===== src/rtl/pair_alu16_pkg.sv =====
package pair_alu16_pkg;
  typedef enum logic [2:0] {
    OP_ADD = 3'd0,
    OP_ADC = 3'd1,
    OP_SBC = 3'd2,
    OP_INC = 3'd3,
    OP_DEC = 3'd4
  } op_e;

  typedef enum logic [1:0] {
    DST_HL = 2'd0,
    DST_IX = 2'd1,
    DST_IY = 2'd2
  } dst_e;

  localparam int FS = 7;
  localparam int FZ = 6;
  localparam int FH = 4;
  localparam int FV = 2;
  localparam int FN = 1;
  localparam int FC = 0;
endpackage


===== src/rtl/pair_src_sel.sv =====
module pair_src_sel
  import pair_alu16_pkg::*;
#(
  parameter int W = 16
) (
  input  op_e          op_i,
  input  dst_e         dst_i,
  input  logic [1:0]   pair_i,
  input  logic [W-1:0] bc_i,
  input  logic [W-1:0] de_i,
  input  logic [W-1:0] hl_i,
  input  logic [W-1:0] sp_i,
  input  logic [W-1:0] ix_i,
  input  logic [W-1:0] iy_i,
  output logic [W-1:0] a_o,
  output logic [W-1:0] b_o,
  output logic         idx_tgt_o,
  output logic         step_o
);
  logic         use_dst, idx;
  logic [W-1:0] dreg, src;

  always_comb begin
    step_o  = (op_i == OP_INC) || (op_i == OP_DEC);
    // carry forms always target HL
    use_dst = (op_i == OP_ADD) || step_o;
    idx     = use_dst && (dst_i != DST_HL);
    dreg    = !idx ? hl_i : ((dst_i == DST_IX) ? ix_i : iy_i);
    case (pair_i)
      2'd0:    src = bc_i;
      2'd1:    src = de_i;
      2'd2:    src = dreg;
      default: src = sp_i;
    endcase
    a_o       = step_o ? src : dreg;
    b_o       = src;
    idx_tgt_o = step_o ? (idx && pair_i == 2'd2) : idx;
  end
endmodule


===== src/rtl/pair_arith.sv =====
module pair_arith
  import pair_alu16_pkg::*;
#(
  parameter int W = 16
) (
  input  op_e          op_i,
  input  logic [W-1:0] a_i,
  input  logic [W-1:0] b_i,
  input  logic [7:0]   flags_i,
  output logic [W-1:0] res_o,
  output logic [7:0]   flags_o
);
  localparam int HB = W - 4;

  logic         cin;
  logic [W:0]   full;
  logic [HB:0]  low;

  always_comb begin
    cin     = ((op_i == OP_ADC) || (op_i == OP_SBC)) && flags_i[FC];
    full    = '0;
    low     = '0;
    res_o   = a_i;
    flags_o = flags_i;
    case (op_i)
      OP_ADD, OP_ADC: begin
        full = {1'b0, a_i} + {1'b0, b_i} + {{W{1'b0}}, cin};
        low  = {1'b0, a_i[HB-1:0]} + {1'b0, b_i[HB-1:0]} + {{HB{1'b0}}, cin};
        res_o = full[W-1:0];
        flags_o[FH] = low[HB];
        flags_o[FC] = full[W];
        flags_o[FN] = 1'b0;
        if (op_i == OP_ADC) begin
          flags_o[FS] = res_o[W-1];
          flags_o[FZ] = (res_o == '0);
          flags_o[FV] = (a_i[W-1] == b_i[W-1]) && (res_o[W-1] != a_i[W-1]);
        end
      end
      OP_SBC: begin
        full = {1'b0, a_i} - {1'b0, b_i} - {{W{1'b0}}, cin};
        low  = {1'b0, a_i[HB-1:0]} - {1'b0, b_i[HB-1:0]} - {{HB{1'b0}}, cin};
        res_o = full[W-1:0];
        flags_o[FS] = res_o[W-1];
        flags_o[FZ] = (res_o == '0);
        flags_o[FH] = low[HB];
        flags_o[FV] = (a_i[W-1] != b_i[W-1]) && (res_o[W-1] != a_i[W-1]);
        flags_o[FN] = 1'b1;
        flags_o[FC] = full[W];
      end
      OP_DEC:  res_o = a_i - {{(W-1){1'b0}}, 1'b1};
      default: res_o = a_i + {{(W-1){1'b0}}, 1'b1};
    endcase
  end
endmodule


===== src/rtl/pair_seq.sv =====
module pair_seq #(
  parameter int CNT_W = 4
) (
  input  logic             clk_i,
  input  logic             rst_ni,
  input  logic             start_i,
  input  logic [CNT_W-1:0] lat_i,
  output logic             accept_o,
  output logic             last_o,
  output logic             busy_o,
  output logic             done_o
);
  logic [CNT_W-1:0] cnt_q;
  logic             busy_q, done_q;

  assign accept_o = start_i && !busy_q;
  assign last_o   = busy_q && (cnt_q == CNT_W'(1));
  assign busy_o   = busy_q;
  assign done_o   = done_q;

  always_ff @(posedge clk_i or negedge rst_ni) begin
    if (!rst_ni) begin
      cnt_q  <= '0;
      busy_q <= 1'b0;
      done_q <= 1'b0;
    end else begin
      done_q <= 1'b0;
      if (accept_o) begin
        cnt_q  <= lat_i;
        busy_q <= 1'b1;
      end else if (busy_q) begin
        if (last_o) begin
          busy_q <= 1'b0;
          done_q <= 1'b1;
          cnt_q  <= '0;
        end else begin
          cnt_q <= cnt_q - CNT_W'(1);
        end
      end
    end
  end

  p_accept_busy_r8: assert property (@(posedge clk_i) disable iff (!rst_ni)
    accept_o |=> busy_q);
  p_done_pulse_r7: assert property (@(posedge clk_i) disable iff (!rst_ni)
    done_q |=> !done_q);
  p_done_after_busy_r7: assert property (@(posedge clk_i) disable iff (!rst_ni)
    $rose(done_q) |-> ($past(busy_q) && !busy_q));
  p_cnt_live_r7: assert property (@(posedge clk_i) disable iff (!rst_ni)
    busy_q |-> (cnt_q != '0));
endmodule


===== src/rtl/pair_alu16.sv =====
module pair_alu16
  import pair_alu16_pkg::*;
#(
  parameter int W            = 16,
  parameter int LAT_ADD      = 11,
  parameter int LAT_ADD_IDX  = 15,
  parameter int LAT_CARRY    = 15,
  parameter int LAT_STEP     = 6,
  parameter int LAT_STEP_IDX = 10
) (
  input  logic         clk_i,
  input  logic         rst_ni,
  input  logic         start_i,
  input  logic [2:0]   op_i,
  input  logic [1:0]   dst_i,
  input  logic [1:0]   pair_i,
  input  logic [W-1:0] bc_i,
  input  logic [W-1:0] de_i,
  input  logic [W-1:0] hl_i,
  input  logic [W-1:0] sp_i,
  input  logic [W-1:0] ix_i,
  input  logic [W-1:0] iy_i,
  input  logic [7:0]   flags_i,
  output logic [W-1:0] result_o,
  output logic [7:0]   flags_o,
  output logic         done_o,
  output logic         busy_o
);
  localparam int M1      = (LAT_ADD > LAT_ADD_IDX) ? LAT_ADD : LAT_ADD_IDX;
  localparam int M2      = (LAT_CARRY > LAT_STEP) ? LAT_CARRY : LAT_STEP;
  localparam int M3      = (M1 > M2) ? M1 : M2;
  localparam int MAX_LAT = (M3 > LAT_STEP_IDX) ? M3 : LAT_STEP_IDX;
  localparam int CNT_W   = $clog2(MAX_LAT + 1);

  op_e              op;
  dst_e             dst;
  logic [W-1:0]     a_v, b_v, res_c;
  logic [7:0]       flg_c;
  logic             idx_tgt, step, accept, last;
  logic [CNT_W-1:0] lat_c;
  logic [W-1:0]     pend_res, res_q;
  logic [7:0]       pend_flg, flg_q;

  assign op  = op_e'(op_i);
  assign dst = dst_e'(dst_i);

  pair_src_sel #(.W(W)) u_sel (
    .op_i(op), .dst_i(dst), .pair_i(pair_i),
    .bc_i(bc_i), .de_i(de_i), .hl_i(hl_i), .sp_i(sp_i), .ix_i(ix_i), .iy_i(iy_i),
    .a_o(a_v), .b_o(b_v), .idx_tgt_o(idx_tgt), .step_o(step)
  );

  pair_arith #(.W(W)) u_arith (
    .op_i(op), .a_i(a_v), .b_i(b_v), .flags_i(flags_i),
    .res_o(res_c), .flags_o(flg_c)
  );

  always_comb begin
    if (step)               lat_c = idx_tgt ? CNT_W'(LAT_STEP_IDX) : CNT_W'(LAT_STEP);
    else if (op == OP_ADD)  lat_c = idx_tgt ? CNT_W'(LAT_ADD_IDX) : CNT_W'(LAT_ADD);
    else                    lat_c = CNT_W'(LAT_CARRY);
  end

  pair_seq #(.CNT_W(CNT_W)) u_seq (
    .clk_i(clk_i), .rst_ni(rst_ni), .start_i(start_i), .lat_i(lat_c),
    .accept_o(accept), .last_o(last), .busy_o(busy_o), .done_o(done_o)
  );

  always_ff @(posedge clk_i or negedge rst_ni) begin
    if (!rst_ni) begin
      pend_res <= '0;
      pend_flg <= '0;
      res_q    <= '0;
      flg_q    <= '0;
    end else begin
      if (accept) begin
        pend_res <= res_c;
        pend_flg <= flg_c;
      end
      if (last) begin
        res_q <= pend_res;
        flg_q <= pend_flg;
      end
    end
  end

  assign result_o = res_q;
  assign flags_o  = flg_q;

  p_legal_cmd_r2: assert property (@(posedge clk_i) disable iff (!rst_ni)
    start_i |-> (op_i <= 3'd4 && dst_i != 2'd3));
  p_step_flags_r6: assert property (@(posedge clk_i) disable iff (!rst_ni)
    (accept && step) |=> (pend_flg == $past(flags_i)));
  p_add_keep_r3: assert property (@(posedge clk_i) disable iff (!rst_ni)
    (accept && op == OP_ADD) |=>
      ({pend_flg[7:5], pend_flg[3:2]} == {$past(flags_i[7:5]), $past(flags_i[3:2])}));
  p_hold_r9: assert property (@(posedge clk_i) disable iff (!rst_ni)
    !done_o |-> ($stable(result_o) && $stable(flags_o)));
endmodule


===== config.mk =====
export PLATFORM = sky130hd
export DESIGN_NAME = pair_alu16
export DESIGN_NICKNAME = d
export VERILOG_FILES = /design/src/rtl/pair_alu16_pkg.sv /design/src/rtl/pair_src_sel.sv /design/src/rtl/pair_arith.sv /design/src/rtl/pair_seq.sv /design/src/rtl/pair_alu16.sv
export SDC_FILE = /design/constraint.sdc
export NUM_CORES = 1
export LEC_CHECK = 0
export BUFFER_PORTS_ARGS = -buffer_cell sky130_fd_sc_hd__buf_2
export CORE_UTILIZATION = 56
export CTS_CLUSTER_SIZE = 30
export DETAILED_ROUTE_END_ITERATION = 8
export PLACE_DENSITY = 0.86
export SETUP_SLACK_MARGIN = 0.4
export SLEW_MARGIN = 15
export SYNTH_ARGS = -nofsm -noshare
export SYNTH_HDL_FRONTEND = slang
export SYNTH_SLANG_ARGS = --single-unit

===== constraint.sdc =====
create_clock -name clk_i -period 2.5 [get_ports clk_i]
set_input_delay 0 -clock clk_i [delete_from_list [all_inputs] [get_ports clk_i]]
set_output_delay 0 -clock clk_i [all_outputs]
set_load 0.01 [all_outputs]

==> results.md, run 1 <==
- The flow did not finish.
- The run ended at global routing (5_1_grt).
- The tool reported: "[ERROR GRT-0232] Routing congestion too high. Check the congestion heatmap in the GUI".
- No sink is reached through more buffers than the 2 on the longest clock path.
- The post-synthesis instance area is 6050 µm².
- The master cell of the clock root buffer is sky130_fd_sc_hd__clkbuf_8.
- The die is 106 µm wide.
- The pin type at the end of the worst path is a sequential cell input.
- The area fraction of the dominant cell type after synthesis is 22.3%.
- The CTS H-tree depth is 2.
- The synthesized netlist net count is 939.
- Once global-route timing repair stopped, the endpoint with the least setup slack was pend_res[13]$_DFFE_PN0P_/D.
- The tree built by TritonCTS fans out to 54 sinks.
- After legalization and detailed placement, the total HPWL measured 16.0 mm.
- The biggest area consumer among synthesized cells is sky130_fd_sc_hd__dfrtp_1.
- The number of instances in the synthesized netlist is 764.
- The number of top-level design ports is 140.
- Dividing the synthesized area by the synthesized cell count gives 7.92 µm².
- The sequential element share of the synthesized area is 22.3%.
- The height of the die is 106 µm.
- The congestion estimate from routability-driven global placement came to 0.937.
- The count of state elements after synthesis is 54.
- The synthesized netlist contains 67 unique library cells.
- The placement row count is 37.
- Of all flip-flops after synthesis, the portion carrying an async set or reset was 100%.
- The starting utilization of the core area is 58.1%.
- The total clock buffers created by CTS is 5.
- The number of buffer cells added on primary ports is 139.
- The total overflow left after global routing is 1306.
- In the post-synthesis netlist, the biggest area contributors are sky130_fd_sc_hd__dfrtp_1 22%, sky130_fd_sc_hd__ha_1 12%, sky130_fd_sc_hd__mux2_2 7.1%.
- The total number of yosys warnings is 0.
- The total global routing track utilization is 103%.
- For this run, the leading register cell type out of synthesis is sky130_fd_sc_hd__dfrtp_1.
- Entering global routing, the biggest net connects 30 pins.
- In this run, synthesis inferred 0 flip-flops with an integrated enable.
-- Yosys cell counts (all sizes together), types with 2 or more instances --
master and number:
or3 5, nand2 80, o31ai 5, or2 7, xor2 16, nand2b 9, o21a 7, clkbuf 28
a222oi 3, a2111oi 2, mux2 40, a211oi 3, nand4 2, buf 11, a31o 2, o21ai 67
a21o 12, nand3b 2, nor3 17, o21bai 3, dfrtp 54, a22oi 2, nor2b 13, nand3 10
nor2 55, ha 59, o221ai 3, nor4 5, and2 7, a21oi 86, mux2i 20, inv 42
o22ai 6, nor3b 5, xnor2 29, o22a 2, a211o 2, a221oi 9, o211ai 5, o2111ai 4
a31oi 10, a41oi 3, fa 2
-- what timing repair did --
| action | in CTS |
|---|---|
| endpoints found under the hold margin | 30 |
| setup buffers | 30 |
| gates resized for setup | 126 |
| cloned | 2 |
| hold buffers | 3 |
| setup endpoints to repair | 20 |
| pin swaps | 64 |
-- layer usage --
layer / GRT usage (%) / GRT overflow
met1: 90.2 / 10
met2: 149 / 1081
met3: 66.0 / 10
met4: 113 / 205
met5: 21.0 / 0
-- cell families after synthesis --
group / after synthesis / share of synthesized area (%)
compound gates: 242 / 25.1
xor+xnor: 45 / 6.51
fa+ha+maj: 61 / 12.9
buf+inv: 81 / 5.34
flops: 54 / 22.3
mux: 60 / 10.8
simple gates: 221 / 17.1
-- metrics by stage --
step | setup WS, ns | util (%) | instances | instance area (µm²)
global placement | -1.42 | 82.1 | 1198 | 8550
floorplan | -1.47 | - | 764 | 6470
CTS | -1.13 | 91.9 | 1241 | 9570
detailed placement | -1.60 | 82.1 | 1198 | 8550
==> run 2: changes to the inputs <==
--- a/config.mk
+++ b/config.mk
@@ -6,11 +6,9 @@
 export NUM_CORES = 1
 export LEC_CHECK = 0
 export BUFFER_PORTS_ARGS = -buffer_cell sky130_fd_sc_hd__buf_2
-export CORE_UTILIZATION = 56
-export CTS_CLUSTER_SIZE = 30
+export CORE_UTILIZATION = 40
 export DETAILED_ROUTE_END_ITERATION = 8
-export PLACE_DENSITY = 0.86
-export SETUP_SLACK_MARGIN = 0.4
+export PLACE_DENSITY_LB_ADDON = 0.15
 export SLEW_MARGIN = 15
 export SYNTH_ARGS = -nofsm -noshare
 export SYNTH_HDL_FRONTEND = slang
==> run 2 against run 1 <==
The flow now finishes, with violations (design-rule violations, negative setup slack). Area after synthesis unchanged. Synthesized cell count is the same.
==> results.md, run 2 <==
- Cell internal power was estimated by the tool at 4.54 mW.
- The floorplan die area is 15600 µm².
- In this run the power spent charging and discharging nets is 3.12 mW.
- The global placer's final weighted congestion is 0.882 (-5.8%).
- The count of antenna-violating nets left after detailed routing is 0.
- The most critical setup path has its startpoint at op_i[2].
- The number of detailed-route iterations in the first pass is 8.
- The ratio of cells with drive above 1 in the final layout is 54.6%.
- The placement row count is 44 (+19%).
- After detailed routing, the number of vias per cell comes to 5.31.
- By startpoint and endpoint, the worst setup path is classified as in -> reg.
- The startpoint identified for the worst register-to-register timing path is u_seq.cnt_q[1].
- In the synthesized netlist the dominant register cell turns out to be sky130_fd_sc_hd__dfrtp_1.
- The number of cells in the design after placement is 1266 (+5.7%).
- The unique cell type count in the Yosys netlist is 67 (unchanged).
- From synthesis to final layout, the design area changed by 67.9%.
- Setup violations remaining at the end of the flow were counted as 18.
- The placeable core region is 14600 µm².
- The source of the worst hold timing path is flags_i[4].
- The remaining routing DRC violations is 20.
- The buffer depth of the longest clock path is 2 (unchanged).
- The x dimension of the die was 125 µm (+18%).
- The worst hold-check path type is in -> reg.
- The total number of yosys warnings is 0 (unchanged).
- The master cell of the clock root buffer is sky130_fd_sc_hd__clkbuf_16.
- The global routing met2 resource utilization is 41.0%.
- The final count of pins violating max slew was 0.
- The largest net degree at the start of global routing is 55.
- The largest total area in the synthesized netlist belongs to sky130_fd_sc_hd__dfrtp_1.
- The CTS H-tree depth is 2 (unchanged).
- The library cell used most frequently in the layout, excluding fill and tap cells, is sky130_fd_sc_hd__buf_4.
- Net switching is 40.8% of the power.
- The power density normalized to cell area is 754 nW/µm².
- The post-synthesis instance area is 6050 µm² (unchanged).
- Global routing used 25.0% of the available tracks across all layers.
- The analysis attributes to cell leakage a power of 4.83 nW.
- In the post-synthesis netlist, the cell with the most instances is sky130_fd_sc_hd__a21oi_1.
- The hold violation count in the final report is 0.
- The number of instances in the synthesized netlist was 764 (unchanged).
- The sum of internal, switching and leakage power is 7.66 mW.
- Combinational logic is responsible for 71.4% of the overall power.
- The setup clock skew after layout is 0.00518 ns.
- Across the run, the number of max-cap violations was 0.
- The violation count after the first detailed-route iteration is 482.
- The total number of vias is 6955.
- The global routing stage identified its most utilized layer as met2.
- The post-route worst setup slack is -1.21 ns.
- The routed length per placed instance is 15.3 µm.
- The pin slew with the least headroom to its limit is 0.694 ns.
- The number of synthesized flops with an enable pin was 0 (unchanged).
- The number of top-level design ports is 140 (unchanged).
- The post-detailed-routing wire length is 20.0 mm.
- The share of total power in the clock network is 8.8%.
- The share of flip-flops with an asynchronous set or reset after synthesis is 100% (unchanged).
- Adding up every negative setup slack in the final design gives -14.96 ns.
- The starting utilization of the core area is 41.3% (-17 points).
- The post-detailed-placement half-perimeter wirelength came to 15.1 mm (-5.8%).
- The total clock buffers created by CTS came to 5 (unchanged).
- The count of state elements after synthesis is 54 (unchanged).
- The average size of a mapped cell is 7.92 µm² (unchanged).
- The worst setup path is launched from an input port.
- The fraction of the cycle the final worst path needs is 149%.
- By area the synthesized netlist is led by sky130_fd_sc_hd__dfrtp_1 22%, sky130_fd_sc_hd__ha_1 12%, sky130_fd_sc_hd__mux2_2 7.1%.
- In the layout the commonest cells are 231 x sky130_fd_sc_hd__buf_4, 135 x sky130_fd_sc_hd__buf_2, 74 x sky130_fd_sc_hd__nand2_1.
- The sequential fraction of design power is 19.9%.
- After the last flow step, the layout net total stands at 1301.
- After clock tree synthesis, the clock-pin slew on the worst setup and hold paths is 0.07 ns.
- The number of antenna violations at the first check in global routing is 0.
- The area fraction of the dominant cell type after synthesis is 22.3% (unchanged).
- The clock sink count is 54 (unchanged).
- The number of buffer cells added on primary ports is 139 (unchanged).
- The later pin in the worst-skew pair is clocked with a latency of 0.29 ns.
- VDD sags by at most 0.436 mV.
- Setup repair after global routing could not meet its margin everywhere.
- The relative max-transition margin is 53.7%.
- The routed design could run at a clock period as short as 3.71 ns.
- In the global route stage, met1 resource usage came out at 34.6%.
- The sequential element share of the synthesized area came to 22.3% (unchanged).
- In the global route stage, met3 resource usage came out at 2.27%.
- TritonCTS built the clock tree.
- The number of antenna diodes in the final layout is 0.
- Excluding fillers, the count of instances in the completed layout stands at 1311.
- The required time at the worst-slack endpoint is 2.68 ns.
- The final global-route overflow total is 0.
- Sorting the synthesized cells by how often they occur yields 85 x sky130_fd_sc_hd__a21oi_1, 80 x sky130_fd_sc_hd__nand2_1, 64 x sky130_fd_sc_hd__o21ai_0, 59 x sky130_fd_sc_hd__ha_1, 55 x sky130_fd_sc_hd__nor2_1.
- The synthesized netlist net count was 939 (unchanged).
- The height of the die is 125 µm (+18%).
- The first-pass GRT wire length is 31.8 mm.
- Data arrives at the worst endpoint at 3.90 ns.
- The number of global-route vias before repair is 6567.
- The worst setup path is captured at a flop.
- The worst-path maximum fanout is 7.
- The checks that failed: design-rule violations, negative setup slack.
- The run finished, with violations left.
- Based on the critical path, the design can be clocked at up to 269 MHz.
[run 2: cell counts after synthesis]
Identical to the previous run, type by type.
[run 2: power by group through the flow]
stage	logic, mW	clock network (mW)	registers, mW
floorplan	2.59	0	1.57
global placement	4.35	0	1.52
detailed placement	4.41	0	1.54
CTS	4.93	0.691	1.53
global route	5.90	0.728	1.58
finish	5.47	0.671	1.52
[run 2: cells by family after synthesis]
group	after synthesis	share of synthesized area, %
flip-flops	54	22.3
AO/OA/AOI/OAI	242	25.1
multiplexers	60	10.8
buffers and inverters	81	5.34
AND/OR/NAND/NOR	221	17.1
XOR/XNOR	45	6.51
adder cells (fa/ha/maj)	61	12.9
[run 2: final timing paths]
| check | endpoint | slack [ns] | cells after the start |
|---|---|---|---|
| hold reg to reg | pend_flg[5] | 0.48 | 2 |
| setup reg to reg | result_o[13] | 0.53 | 6 |
| min in group asynchronous | u_seq.cnt_q[3] | 0.36 | 3 |
| setup / recovery | pend_res[15] | -1.21 | 23 |
| hold / removal | pend_flg[4] | 0.02 | 3 |
| max in group asynchronous | result_o[13] | 1.69 | 3 |
[run 2: metal layers]
layer | part of all wire [%] | routed length [µm]
met1 | 47 | 9470
met2 | 45 | 9080
met3 | 4.6 | 921
met4 | 2.7 | 535
met5 | 0 | 0
[run 2: per-stage QoR]
stage	worst slack, ns	instance area (µm²)	hold slack, ns	util (%)
3_3_place_gp	-1.43	8800	0.167	60.1
3_5_place_dp	-1.49	8800	0.161	60.1
6_report	-1.21	10200	0.0190	69.4
4_1_cts	-1.12	9710	0.0400	66.3
2_1_floorplan	-1.47	6470	-0.296	-
5_1_grt	-1.46	10200	0.0153	69.4
[run 2: final cells by class]
type | instances | area, µm²
timing repair buffer | 393 | 2780
inverter | 42 | 160
clock inverter | 2 | 13.8
clock buffer | 6 | 129
tap | 184 | 230
multi-input combinational | 630 | 5490
sequential | 54 | 1350
fill | 1194 | 4490
[run 2: worst max-delay path: stages]
cell                       delay [ns]
sky130_fd_sc_hd__buf_6           0.09
sky130_fd_sc_hd__and3b_2         0.30
sky130_fd_sc_hd__o22a_4          0.23
sky130_fd_sc_hd__buf_6           0.11
sky130_fd_sc_hd__buf_6           0.10
sky130_fd_sc_hd__buf_16          0.12
sky130_fd_sc_hd__a21oi_1         0.07
sky130_fd_sc_hd__a21oi_1         0.13
sky130_fd_sc_hd__a21oi_1         0.07
sky130_fd_sc_hd__mux2_2          0.28
sky130_fd_sc_hd__buf_4           0.16
sky130_fd_sc_hd__ha_4            0.29
sky130_fd_sc_hd__buf_4           0.12
sky130_fd_sc_hd__inv_1           0.06
sky130_fd_sc_hd__nor2_1          0.19
sky130_fd_sc_hd__nor2_1          0.09
sky130_fd_sc_hd__nor4_1          0.38
sky130_fd_sc_hd__o21ai_0         0.18
sky130_fd_sc_hd__nand2_1         0.14
sky130_fd_sc_hd__mux2_2          0.35
sky130_fd_sc_hd__a221oi_2        0.21
sky130_fd_sc_hd__o32a_1          0.16
sky130_fd_sc_hd__nand2_1         0.05
[run 2: what timing repair did]
| item | in CTS | in global routing |
|---|---|---|
| endpoints found under the setup margin | 18 | 20 |
| cloned | 2 | 0 |
| pin swaps | 47 | 68 |
| hold buffers | 3 | 0 |
| resized for setup | 115 | 72 |
| setup buffers | 20 | 16 |
| endpoints found under the hold margin | 56 | 0 |
No activity file was read; power rests on OpenSTA's default activity.
